--- src/rtl/calPkg.sv ---
package calPkg;
  localparam int SEC_LSB  = 0;
  localparam int SEC_W    = 6;
  localparam int MIN_LSB  = 6;
  localparam int MIN_W    = 6;
  localparam int HOUR_LSB = 12;
  localparam int HOUR_W   = 5;
  localparam int WDAY_LSB = 17;
  localparam int WDAY_W   = 3;
  localparam int MDAY_LSB = 20;
  localparam int MDAY_W   = 5;
  localparam int MON_LSB  = 25;
  localparam int MON_W    = 4;
  localparam int DATE_W   = 32;

  // 2000-01-01, Saturday (7), 00:00:00
  localparam logic [DATE_W-1:0] DATE_RESET =
    (32'd1 << MON_LSB) | (32'd1 << MDAY_LSB) | (32'd7 << WDAY_LSB);

  typedef struct packed {
    logic loadDate;
    logic loadYear;
    logic advance;
    logic minStep;
    logic hourStep;
    logic dayStep;
    logic monStep;
    logic yearStep;
    logic wrMatchDate;
    logic wrMatchYear;
  } calStrobeT;
endpackage

--- src/rtl/calCtrl.sv ---
module calCtrl
  import calPkg::*;
(
  input  logic              secTick,
  input  logic              dateLoad,
  input  logic              yearLoad,
  input  logic              matchDateWr,
  input  logic              matchYearWr,
  input  logic [SEC_W-1:0]  curSec,
  input  logic [MIN_W-1:0]  curMin,
  input  logic [HOUR_W-1:0] curHour,
  input  logic [MDAY_W-1:0] curMday,
  input  logic [MON_W-1:0]  curMon,
  input  logic [15:0]       curYearLow,
  output calStrobeT         stb
);
  logic [6:0]        loVal, hiVal;
  logic              leapYear;
  logic [MDAY_W-1:0] lastDay;

  always_comb begin
    loVal    = 7'(curYearLow[7:4])   * 7'd10 + 7'(curYearLow[3:0]);
    hiVal    = 7'(curYearLow[15:12]) * 7'd10 + 7'(curYearLow[11:8]);
    leapYear = (loVal != 7'd0) ? (loVal[1:0] == 2'b00) : (hiVal[1:0] == 2'b00);
  end

  always_comb begin
    unique case (curMon)
      4'd2:                      lastDay = leapYear ? 5'd29 : 5'd28;
      4'd4, 4'd6, 4'd9, 4'd11:   lastDay = 5'd30;
      default:                   lastDay = 5'd31;
    endcase
  end

  always_comb begin
    stb.loadDate    = dateLoad;
    stb.loadYear    = yearLoad;
    stb.wrMatchDate = matchDateWr;
    stb.wrMatchYear = matchYearWr;
    stb.advance     = secTick & ~dateLoad & ~yearLoad;
    stb.minStep     = stb.advance  & (curSec  == 6'd59);
    stb.hourStep    = stb.minStep  & (curMin  == 6'd59);
    stb.dayStep     = stb.hourStep & (curHour == 5'd23);
    stb.monStep     = stb.dayStep  & (curMday >= lastDay);
    stb.yearStep    = stb.monStep  & (curMon  >= 4'd12);
  end
endmodule

--- src/rtl/calData.sv ---
module calData
  import calPkg::*;
#(
  parameter int DIGITS = 4,
  localparam int YEAR_W = 4 * DIGITS
) (
  input  logic              clk,
  input  logic              rstN,
  input  calStrobeT         stb,
  input  logic [DATE_W-1:0] dateLoadVal,
  input  logic [YEAR_W-1:0] yearLoadVal,
  input  logic [DATE_W-1:0] matchDateVal,
  input  logic [YEAR_W-1:0] matchYearVal,
  output logic [DATE_W-1:0] dateQ,
  output logic [YEAR_W-1:0] yearQ,
  output logic              alarmPulse
);
  logic [DATE_W-1:0] matchDate, dateAdv, dateNext;
  logic [YEAR_W-1:0] matchYear, yearInc, yearNext;
  logic [DIGITS-1:0] carry;

  logic [SEC_W-1:0]  sec;
  logic [MIN_W-1:0]  min;
  logic [HOUR_W-1:0] hour;
  logic [WDAY_W-1:0] wday;
  logic [MDAY_W-1:0] mday;
  logic [MON_W-1:0]  mon;

  assign sec  = dateQ[SEC_LSB  +: SEC_W];
  assign min  = dateQ[MIN_LSB  +: MIN_W];
  assign hour = dateQ[HOUR_LSB +: HOUR_W];
  assign wday = dateQ[WDAY_LSB +: WDAY_W];
  assign mday = dateQ[MDAY_LSB +: MDAY_W];
  assign mon  = dateQ[MON_LSB  +: MON_W];

  // BCD ripple increment, one digit per generate step
  assign carry[0] = 1'b1;
  for (genvar g = 0; g < DIGITS; g++) begin : gDigit
    logic nine;
    assign nine = (yearQ[4*g +: 4] >= 4'd9);
    assign yearInc[4*g +: 4] = !carry[g] ? yearQ[4*g +: 4] :
                               nine      ? 4'd0 : yearQ[4*g +: 4] + 4'd1;
    if (g < DIGITS - 1) begin : gCarry
      assign carry[g+1] = carry[g] & nine;
    end
  end

  always_comb begin
    dateAdv = dateQ;
    dateAdv[SEC_LSB +: SEC_W] = stb.minStep ? '0 : sec + 6'd1;
    if (stb.minStep)
      dateAdv[MIN_LSB +: MIN_W] = stb.hourStep ? '0 : min + 6'd1;
    if (stb.hourStep)
      dateAdv[HOUR_LSB +: HOUR_W] = stb.dayStep ? '0 : hour + 5'd1;
    if (stb.dayStep) begin
      dateAdv[WDAY_LSB +: WDAY_W] = (wday >= 3'd7) ? 3'd1 : wday + 3'd1;
      dateAdv[MDAY_LSB +: MDAY_W] = stb.monStep ? 5'd1 : mday + 5'd1;
    end
    if (stb.monStep)
      dateAdv[MON_LSB +: MON_W] = stb.yearStep ? 4'd1 : mon + 4'd1;
  end

  always_comb begin
    dateNext = stb.loadDate ? dateLoadVal : stb.advance ? dateAdv : dateQ;
    yearNext = stb.loadYear ? yearLoadVal : stb.yearStep ? yearInc : yearQ;
  end

  always_ff @(posedge clk) begin
    if (!rstN) begin
      dateQ      <= DATE_RESET;
      yearQ      <= YEAR_W'(16'h2000);
      matchDate  <= '0;
      matchYear  <= '0;
      alarmPulse <= 1'b0;
    end else begin
      dateQ      <= dateNext;
      yearQ      <= yearNext;
      alarmPulse <= stb.advance && (dateNext == matchDate) && (yearNext == matchYear);
      if (stb.wrMatchDate) matchDate <= matchDateVal;
      if (stb.wrMatchYear) matchYear <= matchYearVal;
    end
  end


  sec_step_chk: assert property (@(posedge clk) disable iff (!rstN)
    (stb.advance && !stb.minStep && !stb.loadDate) |=> (sec == 6'($past(sec) + 6'd1)));


  wday_wrap_chk: assert property (@(posedge clk) disable iff (!rstN)
    (stb.dayStep && wday == 3'd7) |=> (wday == 3'd1));


  date_load_chk: assert property (@(posedge clk) disable iff (!rstN)
    stb.loadDate |=> (dateQ == $past(dateLoadVal)));


  alarm_eq_chk: assert property (@(posedge clk) disable iff (!rstN)
    alarmPulse |-> (dateQ == $past(matchDate) && yearQ == $past(matchYear)));


  alarm_tick_chk: assert property (@(posedge clk) disable iff (!rstN)
    alarmPulse |-> $past(stb.advance));
endmodule

--- src/rtl/calClock.sv ---
module calClock
  import calPkg::*;
#(
  parameter int DIGITS = 4,
  localparam int YEAR_W = 4 * DIGITS
) (
  input  logic              clk,
  input  logic              rstN,
  input  logic              secTick,
  input  logic              dateLoad,
  input  logic [DATE_W-1:0] dateLoadVal,
  input  logic              yearLoad,
  input  logic [YEAR_W-1:0] yearLoadVal,
  input  logic              matchDateWr,
  input  logic [DATE_W-1:0] matchDateVal,
  input  logic              matchYearWr,
  input  logic [YEAR_W-1:0] matchYearVal,
  output logic [DATE_W-1:0] dateNow,
  output logic [YEAR_W-1:0] yearNow,
  output logic              alarmPulse
);
  calStrobeT stb;

  calCtrl u_ctrl (
    .secTick     (secTick),
    .dateLoad    (dateLoad),
    .yearLoad    (yearLoad),
    .matchDateWr (matchDateWr),
    .matchYearWr (matchYearWr),
    .curSec      (dateNow[SEC_LSB  +: SEC_W]),
    .curMin      (dateNow[MIN_LSB  +: MIN_W]),
    .curHour     (dateNow[HOUR_LSB +: HOUR_W]),
    .curMday     (dateNow[MDAY_LSB +: MDAY_W]),
    .curMon      (dateNow[MON_LSB  +: MON_W]),
    .curYearLow  (yearNow[15:0]),
    .stb         (stb)
  );

  calData #(.DIGITS(DIGITS)) u_data (
    .clk          (clk),
    .rstN         (rstN),
    .stb          (stb),
    .dateLoadVal  (dateLoadVal),
    .yearLoadVal  (yearLoadVal),
    .matchDateVal (matchDateVal),
    .matchYearVal (matchYearVal),
    .dateQ        (dateNow),
    .yearQ        (yearNow),
    .alarmPulse   (alarmPulse)
  );
endmodule

--- config.mk ---
export PLATFORM = sky130hd
export DESIGN_NAME = calClock
export DESIGN_NICKNAME = d
export VERILOG_FILES = /design/src/rtl/calPkg.sv /design/src/rtl/calCtrl.sv /design/src/rtl/calData.sv /design/src/rtl/calClock.sv
export SDC_FILE = /design/constraint.sdc
export NUM_CORES = 1
export LEC_CHECK = 0
export BUFFER_PORTS_ARGS = -buffer_cell sky130_fd_sc_hd__buf_2
export CORE_UTILIZATION = 59
export CTS_CLUSTER_DIAMETER = 60
export DETAILED_ROUTE_END_ITERATION = 8
export HOLD_SLACK_MARGIN = 0.08
export PLACE_DENSITY = 0.87
export RECOVER_POWER = 25
export SLEW_MARGIN = 0
export SYNTH_ARGS = -nofsm -noshare
export SYNTH_HDL_FRONTEND = slang
export SYNTH_SLANG_ARGS = --single-unit
--- constraint.sdc ---
create_clock -name clk -period 14.1 [get_ports clk]
set_input_delay 0.705 -clock clk [delete_from_list [all_inputs] [get_ports clk]]
set_output_delay 0.705 -clock clk [all_outputs]
set_load 0.05 [all_outputs]
Word-level counts from Yosys, hierarchy flattened
Index checks and enable logic that the tools add are counted.
W data, S select, Z words.
{"block": "word_totals", "ff_bits": 97, "in_bits": 103, "output_inout_bits": 49}
{"block": "classes", "addsub": 12, "n_mul": 2, "order_cmp": 7, "n_eq_ne": 10, "muxes": 24, "bitwise": 11, "reduce_logical": 6}
{"op": "$mux W4", "n": 9}
{"op": "$eq A32 B32 Y1", "n": 1}
{"op": "$mux W16", "n": 2}
{"op": "$mux W32", "n": 1}
{"op": "$mux W29", "n": 1}
{"op": "$add A4 B1 Y4 const B", "n": 5}
{"op": "$ge A4 B4 Y1 const B", "n": 5}
{"op": "$mux W6", "n": 3}
{"op": "$eq A16 B16 Y1", "n": 1}
{"op": "$mux W5", "n": 3}
{"op": "$add A6 B1 Y6 const B", "n": 2}
{"op": "$eq A6 B6 Y1 const B", "n": 2}
{"op": "$add A5 B1 Y5 const B", "n": 2}
{"op": "$pmux W5 S2", "n": 1}
{"op": "$and A1 B1 Y1", "n": 9}
{"op": "$eq A4 B3 Y1 const B", "n": 2}
{"op": "$eq A4 B4 Y1 const B", "n": 2}
{"op": "$mux W8", "n": 1}
{"op": "$add A7 B4 Y7", "n": 1}
{"op": "$reduce_bool A7 Y1", "n": 1}
{"op": "$mul A4 B3 Y6 const B", "n": 1}
{"op": "$eq A5 B5 Y1 const B", "n": 1}
{"op": "$ge A5 B5 Y1", "n": 1}
{"op": "$eq A4 B2 Y1 const B", "n": 1}
{"op": "other kinds (10)", "n": 14}

Logic depth before layout (Yosys ltp)
{"block": "logic_depth", "depth_word": 16, "mapped_depth": 20, "ltp_nobuf": 19}

Modules after synthesis
From an unflattened synthesis, not the netlist that was laid out.
{"block": "hier_totals", "cells_unflattened": 759, "hier_area_um2": 6371.1}
{"mod": "calData", "instances": 1, "cells_per_inst": 701, "area_per_inst_um2": 5878.1, "seq_area_each_um2": 1941.9}
{"mod": "calCtrl", "instances": 1, "cells_per_inst": 58, "area_per_inst_um2": 493.0, "seq_area_each_um2": 0.0}

Worst setup path before layout
Ideal clock, no wire load.
{"block": "synth_timing", "kind": "register to register", "startpoint": "register u_data.yearQ[7]", "endpoint": "register u_data.alarmPulse", "setup_ps": 88, "arrival_time_ps": 5607, "setup_slack_ps": 8405, "path_stages_with_launch": 20, "period_less_slack_ps": 5695, "path_cell_list": "dfxtp_1 > ha_1 > ha_1 > inv_1 > fa_1 > or4b_2 > a221o_1 > nand2_1 > a21oi_1 > ha_1 > nand2b_1 > a21oi_1 > clkbuf_1 > nor3_1 > a31o_1 > or4_1 > nor4_1 > nand4_1 > or4_1 > nor4_2"}
{"block": "synth_between", "elab_chain_cells": 16, "elab_cells_between_ends": 29}
{"element": "from (decl)", "line": "calData.sv:15", "source": "output logic [YEAR_W-1:0] yearQ,"}
{"element": "from (signal assigned)", "line": "calData.sv:71", "source": "yearQ <= YEAR_W'(16'h2000);"}
{"element": "from (signal assigned)", "line": "calData.sv:77", "source": "yearQ <= yearNext;"}
{"element": "$mul A4 B3 Y6", "line": "calCtrl.sv:22", "source": "loVal = 7'(curYearLow[7:4]) * 7'd10 + 7'(curYearLow[3:0]);"}
{"element": "$add A7 B4 Y7", "line": "calCtrl.sv:22"}
{"element": "$reduce_bool A7 Y1", "line": "calCtrl.sv:24", "source": "leapYear = (loVal != 7'd0) ? (loVal[1:0] == 2'b00) : (hiVal[1:0] == 2'b00);"}
{"element": "$mux W1", "line": "calCtrl.sv:24"}
{"element": "$mux W1", "line": "calCtrl.sv:29", "source": "4'd2: lastDay = leapYear ? 5'd29 : 5'd28;"}
{"element": "$pmux W5 S2", "line": "calCtrl.sv:28", "source": "unique case (curMon)"}
{"element": "$ge A5 B5 Y1", "line": "calCtrl.sv:44", "source": "stb.monStep = stb.dayStep & (curMday >= lastDay);"}
{"element": "$and A1 B1 Y1", "line": "calCtrl.sv:44"}
{"element": "$and A1 B1 Y1", "line": "calCtrl.sv:45", "source": "stb.yearStep = stb.monStep & (curMon >= 4'd12);"}
{"element": "$mux W4", "line": "calData.sv:60", "source": "dateAdv[MON_LSB +: MON_W] = stb.yearStep ? 4'd1 : mon + 4'd1;"}
{"element": "$mux W4", "line": "calData.sv:59", "source": "if (stb.monStep)"}
{"element": "$mux W29", "line": "calData.sv:64", "source": "dateNext = stb.loadDate ? dateLoadVal : stb.advance ? dateAdv : dateQ;"}
{"element": "$mux W32", "line": "calData.sv:64"}
{"element": "$eq A32 B32 Y1", "line": "calData.sv:78", "source": "alarmPulse <= stb.advance && (dateNext == matchDate) && (yearNext == matchYear);"}
{"element": "$logic_and A1 B1 Y1", "line": "calData.sv:78"}
{"element": "$logic_and A1 B1 Y1 *", "line": "calData.sv:78"}
{"element": "to (signal assigned)", "line": "calData.sv:78"}
{"element": "to (decl)", "line": "calData.sv:16", "source": "output logic alarmPulse"}
Every way passes the cells marked *; elsewhere a longest branch is shown, timed or not.
A chain may end at the register's enable or synchronous reset.

Worst setup path in the final report
Same ends and word-level chain as after synthesis.

==> summary.txt <==
Status
  • Status: finished, violations left
  • Failing checks: capacitance limit, slew limit

Die
  • Site Rows: 37
  • Die span in x: 104.6 µm
  • Die ar.: 10950 µm²
  • Starting Density: 60.47%
  • Die Y: 104.6 µm
  • I/O pin count: 152
  • Core ar.: 10280 µm²

Yosys
  • Mapped cell area: 6215 µm²
  • EDFF count, synth: 0
  • Synth cell types: 78
  • Yosys reg bits: 97
  • Avg Cell Area, Syn: 8.264 µm²
  • Mapped Nets: 887
  • Synth Flop Type: dfxtp_1
  • Register area share after synthesis: 31.25%
  • Mapped Cells: 752
  • YS warnings: 0
  • Fraction of registers with async set/reset: 0%

STA
  • Unrepaired setup endpoints after global routing: no
  • Fin crit period: 6.161 ns
  • Fin crit share: 43.70%
  • Setup Skew: 0.01081 ns
  • Fmax: 162.3 MHz
  • Actual slew at the worst max-slew pin: 3.325 ns
  • Final hold vios: 0
  • Final setup viols: 0
  • Slew Limit Fails: 73
  • Setup TNS: 0 ns
  • Slew headroom: -121.7%

GRT
  • Met3 usage: 8.609%
  • First-pass GRT wire length: 30010 µm
  • Pin count of the biggest net entering global routing: 73
  • Vias in the first global route: 5970
  • Met1 GRT Util: 45.15%
  • M2 GR Usage: 53.60%
  • Grt ovf: 0
  • Antenna violations before repair: 0
  • GRT busiest layer: met2
  • Gr usage total: 34.46%

Pwr
  • Clock share of power: 30.1%
  • Seq pwr share: 46.0%
  • Total power: 0.6865 mW
  • Peak supply drop: 0.00007147 V
  • Combinational Power Share: 23.9%
  • Int Pwr: 0.4401 mW
  • Sw Pwr: 0.2464 mW
  • Sw Ratio: 35.89%
  • LEAKAGE: 3.215 nW
  • PwrDens: 95.02 nW/µm²

Routing
  • Residual DRC: 0
  • Vias per cell: 6.259
  • Wirelength, routed: 18880 µm
  • DRC violation total after the first TritonRoute iteration: 547
  • TritonRoute pass-1 iters: 7
  • Final ANT Viol Nets: 0
  • WL/cell: 18.51 µm
  • Routed vias: 6384

Clock network
  • Clock root buffer: clkbuf_8
  • Num Clock Sinks: 97
  • Clk buf depth: 2
  • CTS H-tree depth: 3
  • Clock transition at path regs: 0.11 ns
  • TritonCTS clock tree: built
  • Resize count post-CTS: 0
  • CTS Buf Count: 9
  • Post-CTS Setup Bufs: 0
  • Hold_buf cts: 0
  • Clock latency at the later pin of the worst-skew pair: 0.39 ns

Final layout
  • Area growth syn-to-layout: 16.25%
  • N_diodes: 0
  • Layout cell share with drive strength beyond 1: 20.93%
  • Final net count: 1014

Setup path
  • Crit path max-delay family: simple AND/OR/NAND/NOR gates
  • CP max FO: 11
  • Crit path arrival time: 6.46 ns
  • CP max-delay cell: or4b_2
  • Worst path cell trace: ha_1 > ha_1 > inv_1 > fa_1 > or4b_2 > a221o_1 > nand2_1 > a21oi_1 > ha_1 > nand2b_1 > a21oi_1 > nor3_1 > a31o_1 > or4_1 > nor4_1 > nand4_1 > or4_1 > nor4_2
  • Crit-path max cell delay: 0.67 ns
  • WP data required: 14.40 ns
  • Crit start category: register
  • CP Buf/Inv Count: 1
  • Setup crit end kind: register
  • Crit path top cell by count: ha_1
  • Crit Path Class: register to register

Placement
  • DP HPWL: 13910 µm
  • Port Buffers: 151
  • RD Place Congestion: 0.9698

Worst hold path
  • Worst min-delay path category: register to register

Job
  • Max-Cap Viols: 1
## final timing paths
kind	from	end	slack [ns]	cells after the start
hold reg to reg	u_data.matchDate[10]	u_data.matchDate[10]	0.52	2
hold / removal	u_data.matchDate[10]	u_data.matchDate[10]	0.52	2
setup / recovery	u_data.yearQ[7]	u_data.alarmPulse	7.94	18
setup reg to reg	u_data.yearQ[7]	u_data.alarmPulse	7.94	18
## flip-flops by register name, indices dropped and copies added, names as in the netlist
name	cells
u_data.alarmPulse	1
u_data.dateQ	32
u_data.matchDate	32
u_data.matchYear	16
u_data.yearQ	16
## stage by stage
stage	hold WS [ns]	utilization, %	cells	worst slack (ns)	instance area [µm²]
floorplan	0.4604	-	752	8.405	6215
global placement	0.4772	68.19	1004	8.252	7008
detailed placement	0.4926	68.19	1004	8.083	7008
CTS	0.5189	70.34	1020	8.042	7229
global route	0.5434	70.29	1020	7.637	7224
finish	0.5152	70.29	1020	7.939	7224
## worst register-to-register path, cell delays in order (launching register included)
cell,delay (ns)
dfxtp_1,0.51
ha_1,0.30
ha_1,0.20
inv_1,0.06
fa_1,0.43
or4b_2,0.67
a221o_1,0.33
nand2_1,0.08
a21oi_1,0.07
ha_1,0.28
nand2b_1,0.17
a21oi_1,0.67
nor3_1,0.26
a31o_1,0.27
or4_1,0.53
nor4_1,0.34
nand4_1,0.12
or4_1,0.49
nor4_2,0.28
## synth_stat cells, drive strengths merged, types with 3 or more instances
cell type	count	area, µm²
and3	7	43.79
a31oi	9	56.30
a21oi	28	140.1
a311oi	6	52.55
o31ai	5	37.54
nor4	17	133.9
nand2	48	185.2
or3	5	31.28
a221o	4	40.04
nand4	12	75.07
xor2	19	166.4
buf	14	68.82
xnor2	13	113.9
a41oi	5	43.79
dfxtp	97	1942
and2	15	93.84
o21ai	40	200.2
a21o	3	22.52
o31a	4	35.03
o211ai	4	30.03
nand3	16	80.08
nand4b	6	52.55
inv	36	135.1
a221oi	5	43.79
o311ai	5	43.79
o22ai	5	31.28
nand2b	9	56.30
or4	8	63.81
nor2	104	390.4
nor3	19	106.4
a31o	4	35.04
clkbuf	25	93.84
ha	30	375.4
a211oi	13	97.59
nor3b	6	45.04
mux2i	60	604.3
a2111oi	3	26.28
a32o	3	30.03
and4b	5	50.05
## layout make-up
class,count,area (µm²)
clock buffer,9,123.9
clock inverter,7,97.59
fill,845,3053
inverter,36,135.1
multi-input combinational,580,3975
sequential,97,1942
tap,136,170.2
timing repair buffer,155,780.7
## power by group through the flow
| stage | clock, mW | sequential (mW) | combinational, mW |
|---|---|---|---|
| 6_report | 0.207 | 0.316 | 0.164 |
| 5_1_grt | 0.218 | 0.318 | 0.177 |
| 4_1_cts | 0.207 | 0.315 | 0.162 |
| 3_5_place_dp | 0 | 0.321 | 0.161 |
| 3_3_place_gp | 0 | 0.320 | 0.158 |
| 2_1_floorplan | 0 | 0.344 | 0.0848 |
## kinds of logic (layout without fill, tap and decap cells)
family	Yosys count	count (layout)	share of synthesized area [%]
AOI/OAI and AO/OA	167	167	18.58
xor gates and xnor gates	32	32	4.510
muxes	61	61	9.966
and+or+nand+nor	288	288	24.22
DFF	97	97	31.25
adders and majority gates	32	32	6.684
buffers and inverters	75	207	4.792
## routing by layer
layer | up-vias | share of wire [%]
met1 | 2928 | 41
li1 | 3020 | -
met4 | 0 | 4.2
met3 | 80 | 10
met2 | 356 | 45
met5 | - | 0
## layout by cell type (no fill, tap or decap), drive strengths merged, types with 7 or more instances in the layout
master / synthesis / layout
buf: 14 / 153
or4: 8 / 8
and2: 15 / 15
mux2i: 60 / 60
nand2b: 9 / 9
nand2: 48 / 48
nand4: 12 / 12
a211oi: 13 / 13
nor4: 17 / 17
and3: 7 / 7
ha: 30 / 30
inv: 36 / 39
a21oi: 28 / 28
xnor2: 13 / 13
xor2: 19 / 19
dfxtp: 97 / 97
nand3: 16 / 16
a31oi: 9 / 9
clkbuf: 25 / 11
nor3: 19 / 19
nor2: 104 / 104
o21ai: 40 / 40
Power figures use the tool's default switching activity.
